<file path="config.mk">
export PLATFORM = sky130hd
export DESIGN_NAME = phrase_seq
export DESIGN_NICKNAME = d
export VERILOG_FILES = /design/src/rtl/phrase_seq_pkg.sv /design/src/rtl/seq_addr_regs.sv /design/src/rtl/seq_addr_ctr.sv /design/src/rtl/seq_tick_timer.sv /design/src/rtl/phrase_seq.sv
export SDC_FILE = /design/constraint.sdc
export NUM_CORES = 1
export LEC_CHECK = 0
export BUFFER_PORTS_ARGS = -buffer_cell sky130_fd_sc_hd__buf_2
export CAP_MARGIN = 20
export CELL_PAD_IN_SITES_DETAIL_PLACEMENT = 1
export CELL_PAD_IN_SITES_GLOBAL_PLACEMENT = 2
export CORE_ASPECT_RATIO = 0.7
export CORE_MARGIN = 2
export CORE_UTILIZATION = 33
export DETAILED_ROUTE_END_ITERATION = 10
export PLACE_DENSITY_LB_ADDON = 0.1
export SYNTH_ARGS = -nofsm -noshare
export SYNTH_HDL_FRONTEND = slang
export SYNTH_HIERARCHICAL = 1
export SYNTH_SLANG_ARGS = --single-unit
</file>
<file path="constraint.sdc">
create_clock -name clk -period 3.3 [get_ports clk]
set_input_delay 0.165 -clock clk [delete_from_list [all_inputs] [get_ports clk]]
set_output_delay 0.165 -clock clk [all_outputs]
set_load 0.02 [all_outputs]
</file>
<file path="src/rtl/phrase_seq_pkg.sv">
package phrase_seq_pkg;
  localparam int PAGE_W  = 4;
  localparam int SECT_W  = 7;
  localparam int BLK_W   = 2;
  localparam int ADDR_W  = BLK_W + SECT_W + PAGE_W;
  localparam int SECTORS = 80;

  typedef logic [ADDR_W-1:0] addr_t;

  localparam addr_t LAST_ADDR = {{BLK_W{1'b1}}, SECT_W'(SECTORS - 1), {PAGE_W{1'b1}}};

  typedef enum logic [2:0] {
    OP_NOP       = 3'd0,
    OP_REC       = 3'd1,
    OP_PLAY      = 3'd2,
    OP_STOP      = 3'd3,
    OP_PAUSE     = 3'd4,
    OP_SET_START = 3'd5,
    OP_SET_STOP  = 3'd6
  } op_e;

  typedef enum logic [2:0] {
    ST_IDLE, ST_ERASE, ST_REC, ST_PLAY, ST_TRAIL, ST_DUMMY
  } st_e;

  function automatic logic sector_ok(input addr_t a);
    return a[PAGE_W +: SECT_W] < SECT_W'(SECTORS);
  endfunction

  function automatic addr_t step_page(input addr_t a);
    logic [PAGE_W-1:0] pg;
    logic [SECT_W-1:0] sc;
    logic [BLK_W-1:0]  bk;
    {bk, sc, pg} = a;
    if (pg != {PAGE_W{1'b1}}) begin
      pg = pg + 1'b1;
    end else begin
      pg = '0;
      if (sc == SECT_W'(SECTORS - 1)) begin
        sc = '0;
        bk = bk + 1'b1;
      end else begin
        sc = sc + 1'b1;
      end
    end
    return {bk, sc, pg};
  endfunction

  // last page of the sector that follows the one holding a
  function automatic addr_t sector_end_after(input addr_t a);
    addr_t n;
    if (a[ADDR_W-1:PAGE_W] == LAST_ADDR[ADDR_W-1:PAGE_W]) return LAST_ADDR;
    n = step_page({a[ADDR_W-1:PAGE_W], {PAGE_W{1'b1}}});
    return {n[ADDR_W-1:PAGE_W], {PAGE_W{1'b1}}};
  endfunction
endpackage

</file>
<file path="src/rtl/seq_addr_regs.sv">
module seq_addr_regs
  import phrase_seq_pkg::*;
(
  input  logic        clk,
  input  logic        rst_n,
  input  logic        cmd_valid,
  input  logic [2:0]  cmd_op,
  input  addr_t       cmd_addr,
  output addr_t       start_addr,
  output addr_t       stop_addr
);
  logic addr_good;
  assign addr_good = sector_ok(cmd_addr);

  always_ff @(posedge clk) begin
    if (!rst_n) begin
      start_addr <= '0;
      stop_addr  <= LAST_ADDR;
    end else if (cmd_valid && addr_good) begin
      if (cmd_op == OP_SET_START) start_addr <= cmd_addr;
      if (cmd_op == OP_SET_STOP)  stop_addr  <= cmd_addr;
    end
  end

  AST_START_VALID: assert property (@(posedge clk) disable iff (!rst_n)
    sector_ok(start_addr) && sector_ok(stop_addr));
  AST_REJECT_KEEPS: assert property (@(posedge clk) disable iff (!rst_n)
    (cmd_valid && !addr_good) |=> ($stable(start_addr) && $stable(stop_addr)));
endmodule

</file>
<file path="src/rtl/seq_addr_ctr.sv">
module seq_addr_ctr
  import phrase_seq_pkg::*;
(
  input  logic  clk,
  input  logic  rst_n,
  input  logic  load,
  input  addr_t load_val,
  input  logic  step,
  output addr_t addr,
  output addr_t addr_nxt,
  output logic  at_last
);
  assign addr_nxt = step_page(addr);
  assign at_last  = (addr == LAST_ADDR);

  always_ff @(posedge clk) begin
    if (!rst_n)    addr <= '0;
    else if (load) addr <= load_val;
    else if (step) addr <= addr_nxt;
  end

  AST_SECTOR_RANGE: assert property (@(posedge clk) disable iff (!rst_n)
    addr[PAGE_W +: SECT_W] < SECT_W'(SECTORS));
  AST_NO_STEP_PAST_END: assert property (@(posedge clk) disable iff (!rst_n)
    (step && !load) |-> !at_last);
endmodule

</file>
<file path="src/rtl/seq_tick_timer.sv">
module seq_tick_timer #(
  parameter int W = 8
) (
  input  logic         clk,
  input  logic         rst_n,
  input  logic         clr,
  input  logic         en,
  input  logic         tick,
  input  logic [W-1:0] limit,
  output logic         done
);
  logic [W-1:0] tcnt;

  assign done = en && tick && (tcnt == limit - 1'b1);

  always_ff @(posedge clk) begin
    if (!rst_n || clr) tcnt <= '0;
    else if (en && tick) tcnt <= done ? '0 : tcnt + 1'b1;
  end

  AST_TIMER_BOUND: assert property (@(posedge clk) disable iff (!rst_n)
    tcnt < limit);
endmodule

</file>
<file path="src/rtl/phrase_seq.sv">
module phrase_seq
  import phrase_seq_pkg::*;
#(
  parameter int PAGE_TICKS  = 64,
  parameter int ERASE_TICKS = 1024
) (
  input  logic        clk,
  input  logic        rst_n,
  input  logic        tick,
  input  logic        cmd_valid,
  input  logic [2:0]  cmd_op,
  input  logic [12:0] cmd_addr,
  output logic [12:0] cur_addr,
  output logic        mon,
  output logic        rpm,
  output logic        vpm,
  output logic        full,
  output logic        mem_wr,
  output logic        page_stb,
  output logic        sector_stb,
  output logic        erase_stb
);
  localparam int TMAX = (PAGE_TICKS > ERASE_TICKS) ? PAGE_TICKS : ERASE_TICKS;
  localparam int TW   = $clog2(TMAX + 1);

  st_e   st, st_n;
  logic  paused, paused_n, full_n, pg_n, er_n, sec_n;
  addr_t dend, dend_n;
  addr_t start_addr, stop_addr, addr_nxt, ld_val, new_addr;
  logic  ld, step, tclr, t_en, t_done, at_last;
  logic [TW-1:0] limit;
  op_e   op;

  assign op = cmd_valid ? op_e'(cmd_op) : OP_NOP;

  seq_addr_regs u_regs (
    .clk(clk), .rst_n(rst_n), .cmd_valid(cmd_valid), .cmd_op(cmd_op),
    .cmd_addr(cmd_addr), .start_addr(start_addr), .stop_addr(stop_addr)
  );

  seq_addr_ctr u_ctr (
    .clk(clk), .rst_n(rst_n), .load(ld), .load_val(ld_val), .step(step),
    .addr(cur_addr), .addr_nxt(addr_nxt), .at_last(at_last)
  );

  assign limit = (st == ST_ERASE) ? TW'(ERASE_TICKS) : TW'(PAGE_TICKS);
  assign t_en  = (st == ST_ERASE) || (st == ST_TRAIL) || (st == ST_DUMMY) ||
                 (((st == ST_REC) || (st == ST_PLAY)) && !paused);

  seq_tick_timer #(.W(TW)) u_tmr (
    .clk(clk), .rst_n(rst_n), .clr(tclr), .en(t_en), .tick(tick),
    .limit(limit), .done(t_done)
  );

  always_comb begin
    st_n     = st;
    paused_n = paused;
    full_n   = full;
    dend_n   = dend;
    pg_n     = 1'b0;
    er_n     = 1'b0;
    ld       = 1'b0;
    ld_val   = start_addr;
    step     = 1'b0;
    tclr     = 1'b0;
    unique case (st)
      ST_IDLE: begin
        if (op == OP_REC) begin
          st_n   = ST_ERASE;
          ld     = 1'b1;
          ld_val = {start_addr[ADDR_W-1:PAGE_W], {PAGE_W{1'b0}}};
          tclr   = 1'b1;
          er_n   = 1'b1;
          full_n = 1'b0;
        end else if (op == OP_PLAY) begin
          st_n   = ST_PLAY;
          ld     = 1'b1;
          tclr   = 1'b1;
          pg_n   = 1'b1;
          full_n = 1'b0;
        end
      end
      ST_ERASE: begin
        if (op == OP_STOP) begin
          st_n = ST_IDLE;
          tclr = 1'b1;
        end else if (t_done) begin
          st_n = ST_REC;
          pg_n = 1'b1;
        end
      end
      ST_REC, ST_PLAY: begin
        if (op == OP_PAUSE) paused_n = !paused;
        if (t_done) begin
          if ((cur_addr == stop_addr) || at_last) begin
            st_n     = ST_IDLE;
            paused_n = 1'b0;
            full_n   = at_last;
          end else begin
            step = 1'b1;
            pg_n = 1'b1;
          end
        end
        if ((op == OP_STOP) && (st_n != ST_IDLE)) begin
          paused_n = 1'b0;
          st_n     = (st == ST_REC) ? ST_TRAIL : ST_IDLE;
          tclr     = (st == ST_PLAY);
        end
      end
      ST_TRAIL: begin
        if (t_done) begin
          if (at_last) begin
            st_n   = ST_IDLE;
            full_n = 1'b1;
          end else begin
            st_n   = ST_DUMMY;
            dend_n = sector_end_after(cur_addr);
            step   = 1'b1;
            pg_n   = 1'b1;
          end
        end
      end
      ST_DUMMY: begin
        if (t_done) begin
          if ((cur_addr == dend) || at_last) begin
            st_n   = ST_IDLE;
            full_n = at_last;
          end else begin
            step = 1'b1;
            pg_n = 1'b1;
          end
        end
      end
      default: st_n = ST_IDLE;
    endcase
  end

  assign new_addr = ld ? ld_val : (step ? addr_nxt : cur_addr);
  assign sec_n    = pg_n && (new_addr[PAGE_W-1:0] == '0);

  always_ff @(posedge clk) begin
    if (!rst_n) begin
      st         <= ST_IDLE;
      paused     <= 1'b0;
      full       <= 1'b0;
      dend       <= '0;
      page_stb   <= 1'b0;
      sector_stb <= 1'b0;
      erase_stb  <= 1'b0;
    end else begin
      st         <= st_n;
      paused     <= paused_n;
      full       <= full_n;
      dend       <= dend_n;
      page_stb   <= pg_n;
      sector_stb <= sec_n;
      erase_stb  <= er_n;
    end
  end

  assign mon    = (st != ST_IDLE);
  assign rpm    = (st == ST_REC) || (st == ST_PLAY);
  assign vpm    = paused;
  assign mem_wr = (st == ST_REC) || (st == ST_TRAIL) || (st == ST_DUMMY);

  AST_RPM_NEEDS_MON: assert property (@(posedge clk) disable iff (!rst_n)
    (rpm || vpm) |-> mon);
  AST_PAUSE_FREEZE: assert property (@(posedge clk) disable iff (!rst_n)
    (vpm && $past(vpm)) |-> ($stable(cur_addr) && !page_stb));
  AST_IDLE_FROZEN: assert property (@(posedge clk) disable iff (!rst_n)
    (!mon && $past(!mon)) |-> $stable(cur_addr));
  AST_FULL_WITH_MON_FALL: assert property (@(posedge clk) disable iff (!rst_n)
    $rose(full) |-> ($fell(mon) && (cur_addr == LAST_ADDR)));
  AST_ERASE_QUIET: assert property (@(posedge clk) disable iff (!rst_n)
    erase_stb |-> (mon && !rpm && (cur_addr[PAGE_W-1:0] == '0)));
  AST_TRAIL_KEEPS_MON: assert property (@(posedge clk) disable iff (!rst_n)
    ($fell(rpm) && mem_wr) |-> mon);
  AST_SECTOR_STB_ALIGNED: assert property (@(posedge clk) disable iff (!rst_n)
    sector_stb |-> (page_stb && (cur_addr[PAGE_W-1:0] == '0)));
endmodule

</file>
# Yosys cells after proc, flatten, opt, wreduce, memory -nomap -nowiden
# Cells that the tools add are included.
op_classes:
  add_sub_neg: 5
  order_cmp: 1
  n_eq_ne: 27
  n_mux: 63
  bitwise_logic: 1
  n_reduce_logical: 31
op_table:
  columns: ["cell", "n"]
  rows:
  - ["two-way mux 13 bit", 4]
  - ["two-way mux 3 bit", 14]
  - ["two-way mux 1 bit", 31]
  - ["equality test 13 bit", 2]
  - ["two-way mux 11 bit", 2]
  - ["equality test 3 bit (second input constant)", 5]
  - ["case mux 3 bit (5 select lines)", 1]
  - ["two-way mux 7 bit", 2]
  - ["equality test 13 bit (second input constant)", 1]
  - ["equality test 3 x 2 -> 1 bit (second input constant)", 4]
  - ["two-way mux 4 bit", 3]
  - ["adder 11 x 1 -> 11 bit (second input constant)", 1]
  - ["equality test 11 bit", 1]
  - ["subtractor 11 x 1 -> 11 bit (second input constant)", 1]
  - ["equality test 9 bit (second input constant)", 1]
  - ["logical OR 1 bit", 9]
  - ["!= test 2 bit (second input constant)", 4]
  - ["AND reduction 2 bit", 4]
  - ["AND reduction 8 bit", 1]
  - ["adder 7 x 1 -> 7 bit (second input constant)", 1]
  - ["equality test 7 bit (second input constant)", 1]
  - ["less-than comparator 7 bit (second input constant)", 1]
  - ["equality test 3 x 1 -> 1 bit (second input constant)", 2]
  - ["logical AND 1 bit", 6]
  - ["20 further kinds", 26]
word_totals:
  reg_bits: 71
  in_bits: 20
  out_inout_bits: 21
  wordCells: 140

# Longest topological paths before layout
depth:
  word_depth: 13
  mapped_depth: 17
  mapped_depth_nobuf: 14

# Hierarchy
# Netlist, hierarchy kept.
modules_own_cells:
  columns: ["mod", "instances", "cells_each", "area_each_um2", "seq_area_each_um2"]
  rows:
  - ["phrase_seq", 1, 189, 1441.4, 360.3]
  - ["seq_addr_regs", 1, 113, 1131.1, 520.5]
  - ["seq_tick_timer", 1, 120, 1017.2, 220.2]
  - ["seq_addr_ctr", 1, 118, 947.2, 260.2]

# Least setup slack after synthesis
# No wires, ideal clock.
synth_path:
  kind: "register to register"
  startpoint: "register st[1]"
  endpoint: "register u_ctr.addr[10]"
  setup_time_ps: 74
  arrival_time_ps: 3442
  required_time_ps: 3226
  path_slack_ps: -216
  path_stages_with_launch: 18
  path_buffers: 4
  period_less_slack_ps: 3516
  cell_sequence: "dfxtp_1 clkbuf_1 nand2b_1 o22ai_1 nand2_1 nor3_1 o211ai_1 nor4_2 buf_6 and2_1 clkbuf_1 nand2_1 a21oi_1 buf_2 nand4_1 nor4b_1 o21ai_0 a31oi_1"
synth_via:
  elab_chain_len: 10
  elab_cells_between_ends: 26
  classes_between: "1 x add/sub; 7 x eq/ne; 7 x mux; 11 x reduce/logical"
synth_rtl:
  columns: ["element", "line", "rtl"]
  rows:
  - ["from (decl)", "phrase_seq.sv:26", "st_e st, st_n;"]
  - ["from (signal assigned)", "phrase_seq.sv:151", "st <= st_n;"]
  - ["equality test 3 x 1 -> 1 bit (tied with other cells)", "phrase_seq.sv:47", "assign t_en = (st == ST_ERASE) || (st == ST_TRAIL) || (st == ST_DUMMY) ||"]
  - ["logical OR 1 bit (on tied branches)", "phrase_seq.sv:47, phrase_seq.sv:48", null]
  - ["logical OR 1 bit or logical AND 1 bit (tied branches)", "phrase_seq.sv:47, phrase_seq.sv:48", null]
  - ["logical OR 1 bit (*)", "phrase_seq.sv:47", null]
  - ["via t_en", "phrase_seq.sv:30", "logic ld, step, tclr, t_en, t_done, at_last;"]
  - ["logical AND 1 bit (*) (2 in series)", "seq_tick_timer.sv:14", "assign done = en && tick && (tcnt == limit - 1'b1);"]
  - ["via t_done", "phrase_seq.sv:30", null]
  - ["two-way mux 1 bit (on tied branches)", "phrase_seq.sv:124, phrase_seq.sv:94, phrase_seq.sv:111", null]
  - ["case mux 1 bit (3 select lines) (*)", "phrase_seq.sv:66", "unique case (st)"]
  - ["via step", "phrase_seq.sv:30", null]
  - ["nonzero test 2 bit (no source line) (*)", null, null]
  - ["AND reduction 2 bit (no source line) (*)", null, null]
  - ["to (signal assigned)", "seq_addr_ctr.sv:18", "else if (load) addr <= load_val;"]
  - ["to (signal assigned)", "seq_addr_ctr.sv:19", "else if (step) addr <= addr_nxt;"]
  - ["to (decl)", "seq_addr_ctr.sv:9", "output addr_t addr,"]
# Mark *: on every way through the listed nets, which the timed path passes. The rest lies on a longest branch.
# A chain may end at the register's enable or synchronous reset.

# Worst setup path in the final report
layout_path:
  startpoint: "register st[1]"
  endpoint: "register u_ctr.addr[10]"
layout_via:
  elab_cells_between_ends: 26
  classes_between: "1 x add/sub; 7 x eq/ne; 7 x mux; 11 x reduce/logical"
layout_lines:
  columns: ["element", "line", "rtl"]
  rows:
  - ["equality test 3 x 1 -> 1 bit (*)", "phrase_seq.sv:46", "assign limit = (st == ST_ERASE) ? TW'(ERASE_TICKS) : TW'(PAGE_TICKS);"]
  - ["two-way mux 11 bit (*)", "phrase_seq.sv:46", null]
  - ["via limit[6]", "phrase_seq.sv:31", "logic [TW-1:0] limit;"]
  - ["subtractor 11 x 1 -> 11 bit (*)", "seq_tick_timer.sv:14", null]
  - ["equality test 11 bit (*)", "seq_tick_timer.sv:14", null]
  - ["logical AND 1 bit (*)", "seq_tick_timer.sv:14", null]
  - ["via t_done", "phrase_seq.sv:30", null]
  - ["two-way mux 1 bit (on tied branches)", "phrase_seq.sv:124, phrase_seq.sv:94, phrase_seq.sv:111", null]
  - ["case mux 1 bit (3 select lines) (*)", "phrase_seq.sv:66", null]
  - ["via step", "phrase_seq.sv:30", null]
  - ["nonzero test 2 bit (no source line) (*)", null, null]
  - ["AND reduction 2 bit (no source line) (*)", null, null]
# Marks and branches as above.

==> reports/qor.csv <==
stage,metric,value,unit
outcome,status,completed,
place,dpl cells,760,
sta,RSZ-0062 raised after global routing,false,
route,Routed WL,13500,um
grt,first-pass GRT wire length,22100,um
place,gp weighted congestion,0.8297,
final_layout,fill count,1603,
clock_network,H-tree depth,3,
sta,Hold Fails Final Rpt,0,
grt,vias in the first global route,3965,
final_layout,fraction of layout cells with a size suffix above 1,20.07,%
final_layout,Layout Nets,633,
power_and_ir_drop,Clock power frac,46.3,%
sta,worst-margin pin slew,712.4,ps
grt,Tot GR Track Use,20.13,%
synth,yosys warns,6,
power_and_ir_drop,PD cells,430.6,nW/um^2
critical_path,Critical Path AT,3250,ps
final_layout,Ant. Diodes,0,
clock_network,clk root buf,clkbuf_16,
critical_path,Crit path required time,3560,ps
critical_path,startpoint class of the critical path,flop,
final_layout,fin cells,779,
sta,Final Skew,5.817,ps
worst_hold_path,Hold Path Cell Cnt,3,
critical_path,R2R depth,14,
sta,maximum clock frequency,0.3341,GHz
die,Die Height,100.7,um
critical_path,Max stage delay on crit path,350,ps
power_and_ir_drop,sequential share of power,37.9,%
die,die width,142.1,um
sta,post-layout min period,2993,ps
final_layout,final cell utilization of the core,40.94,%
place,DPL Wire Length,10310,um
synth,mapped cell area,4404,um^2
power_and_ir_drop,leakage power,2.050,nW
route,Via Count,3950,
clock_network,"CTS clk-pin slew, worst paths",60,ps
place,placed cell areas,4995,um^2
die,Initial Util,33.64,%
power_and_ir_drop,Max VDD drop,256.6,uV
sta,max-slew violation count,0,
worst_hold_path,Hold WC Path Type,in2reg,
die,row count,35,
sta,relative slew slack,52.46,%
sta,Final Cycle Share,90.71,%
clock_network,CTS Sinks,68,
grt,largest net degree at the start of global routing,57,
route,Remaining DRCs,0,
sta,# setup viols final,0,
place,pre-CTS WS,-216.2,ps
critical_path,kind of critical path,reg2reg,
clock_network,Longest Clk Path Bufs,2,
die,Die ar.,14300,um^2
place,PortBufs,40,
grt,antenna violations before repair,1,
die,core box area,13090,um^2
grt,global route total overflow,0,
die,io pins,41,
critical_path,worst path cell trace,nor2_2 -> nand2_2 -> or3_1 -> o21ai_1 -> nand4b_1 -> nor4_2 -> and2_4 -> nand2_1 -> a21oi_2 -> nand4_1 -> buf_4 -> nor4b_1 -> o21ai_0 -> a31oi_1,
route,vias per cell,5.071,
route,DRT antenna net count,0,
power_and_ir_drop,sw frac,28.27,%
synth,Mean Syn Cell Area,8.437,um^2
route,mean routed wirelength per cell,17.32,um
route,Initial DRC Count,200,
critical_path,"Max FO, Critical Path",8,
power_and_ir_drop,sw power,0.6524,mW
final_layout,Post-Layout Inst Area,5360,um^2
route,1st-pass router iterations,4,
job,MaxCap Viol Count,0,
critical_path,"Slowest-stage cell, CP",dfxtp_2,
power_and_ir_drop,internal power,1.655,mW
sta,Worst Slack Setup Final,306.7,ps
final_layout,area delta synth->final,21.70,%
clock_network,TritonCTS clock tree,done,
power_and_ir_drop,Logic pwr share,15.8,%
clock_network,total CTS buffers,9,
sta,Final Hold Slack,80.64,ps
clock_network,worst skew pair latency,340,ps
critical_path,CP endpoint kind,flop,
synth,cell count after synthesis,522,
-- worst max-delay path, delay by kind of cell, from the launching register on --
family | cells | cell delay, ps
AND/OR/NAND/NOR | 9 | 1760
buffers and inverters | 1 | 190
AO/OA/AOI/OAI | 4 | 610
flip-flops | 1 | 350
-- layout by cell type (no fill, tap or decap), types with 3 or more instances in the layout --
cell	instances
nand4_1	12
o41ai_1	5
conb_1	36
nand3_1	13
or3_1	3
mux2i_1	28
nor3_1	12
dfxtp_1	67
nor4_1	3
nand2_1	63
a311oi_1	4
and4_1	3
nor2b_1	25
and2_1	9
xnor2_1	33
o211a_1	3
inv_1	13
a31oi_1	5
xor2_1	22
nand2b_1	6
nor3b_1	3
o31ai_1	3
nor2_1	27
o21ai_0	17
and3_1	6
o211ai_1	5
buf_4	32
a211oi_2	8
clkbuf_16	9
ha_1	5
buf_2	40
nand3b_1	3
a211oi_1	7
a21oi_1	24
-- path summary, 6_finish.rpt --
path	endpoint	from	slack [ps]
max	u_ctr/addr[10]	st[1]	310
min	u_regs/start_addr[12]	cmd_addr[12]	80
max reg2reg	u_ctr/addr[10]	st[1]	310
min reg2reg	u_regs/start_addr[6]	u_regs/start_addr[6]	460
-- flip-flops by register name, summed over array words and instances, names as in the netlist --
signal,flops
u_regs/stop_addr,13
st,3
dend,10
u_regs/start_addr,13
u_ctr/addr,13
sector_stb,1
vpm,1
erase_stb,1
page_stb,1
full,1
u_tmr/tcnt,11
-- area by class of cell --
| class | count | area, um^2 | share of cell area (%) |
|---|---|---|---|
| clock buffer | 9 | 225.2 | 4.202 |
| clock inverter | 7 | 98.84 | 1.844 |
| inverter | 13 | 48.80 | 0.9104 |
| multi-input combinational | 444 | 2977 | 55.53 |
| sequential | 68 | 1363 | 25.42 |
| tap | 166 | 207.7 | 3.875 |
| timing repair buffer | 72 | 440.4 | 8.217 |
-- power groups by stage --
stage               sequential (mW)  clock (mW)  combinational (mW)
global placement              0.890           0               0.353
detailed placement            0.892           0               0.357
CTS                           0.874        1.09               0.359
floorplan                     0.903           0               0.226
global route                  0.879        1.13               0.405
finish                        0.875        1.07               0.364
-- through the flow --
step | setup TNS (ps) | total power, mW
floorplan | 0 | 1.129
global placement | 0 | 1.243
detailed placement | -754.4 | 1.249
CTS | 0 | 2.325
global route | 0 | 2.416
finish | 0 | 2.308
-- per-layer routing --
metal	part of all wire, %	track usage (%)
met5	0	0
met4	0.79	3.923
met3	3.5	3.468
met2	39	27.83
met1	57	32.08
-- what timing repair did --
action	4_1_cts	5_1_grt
resized for setup	1	6
setup buffers	2	1
hold buffers	0	0
pin swaps	1	2
endpoints found under the setup margin	7	29
No activity file was read; power rests on OpenSTA's default activity.
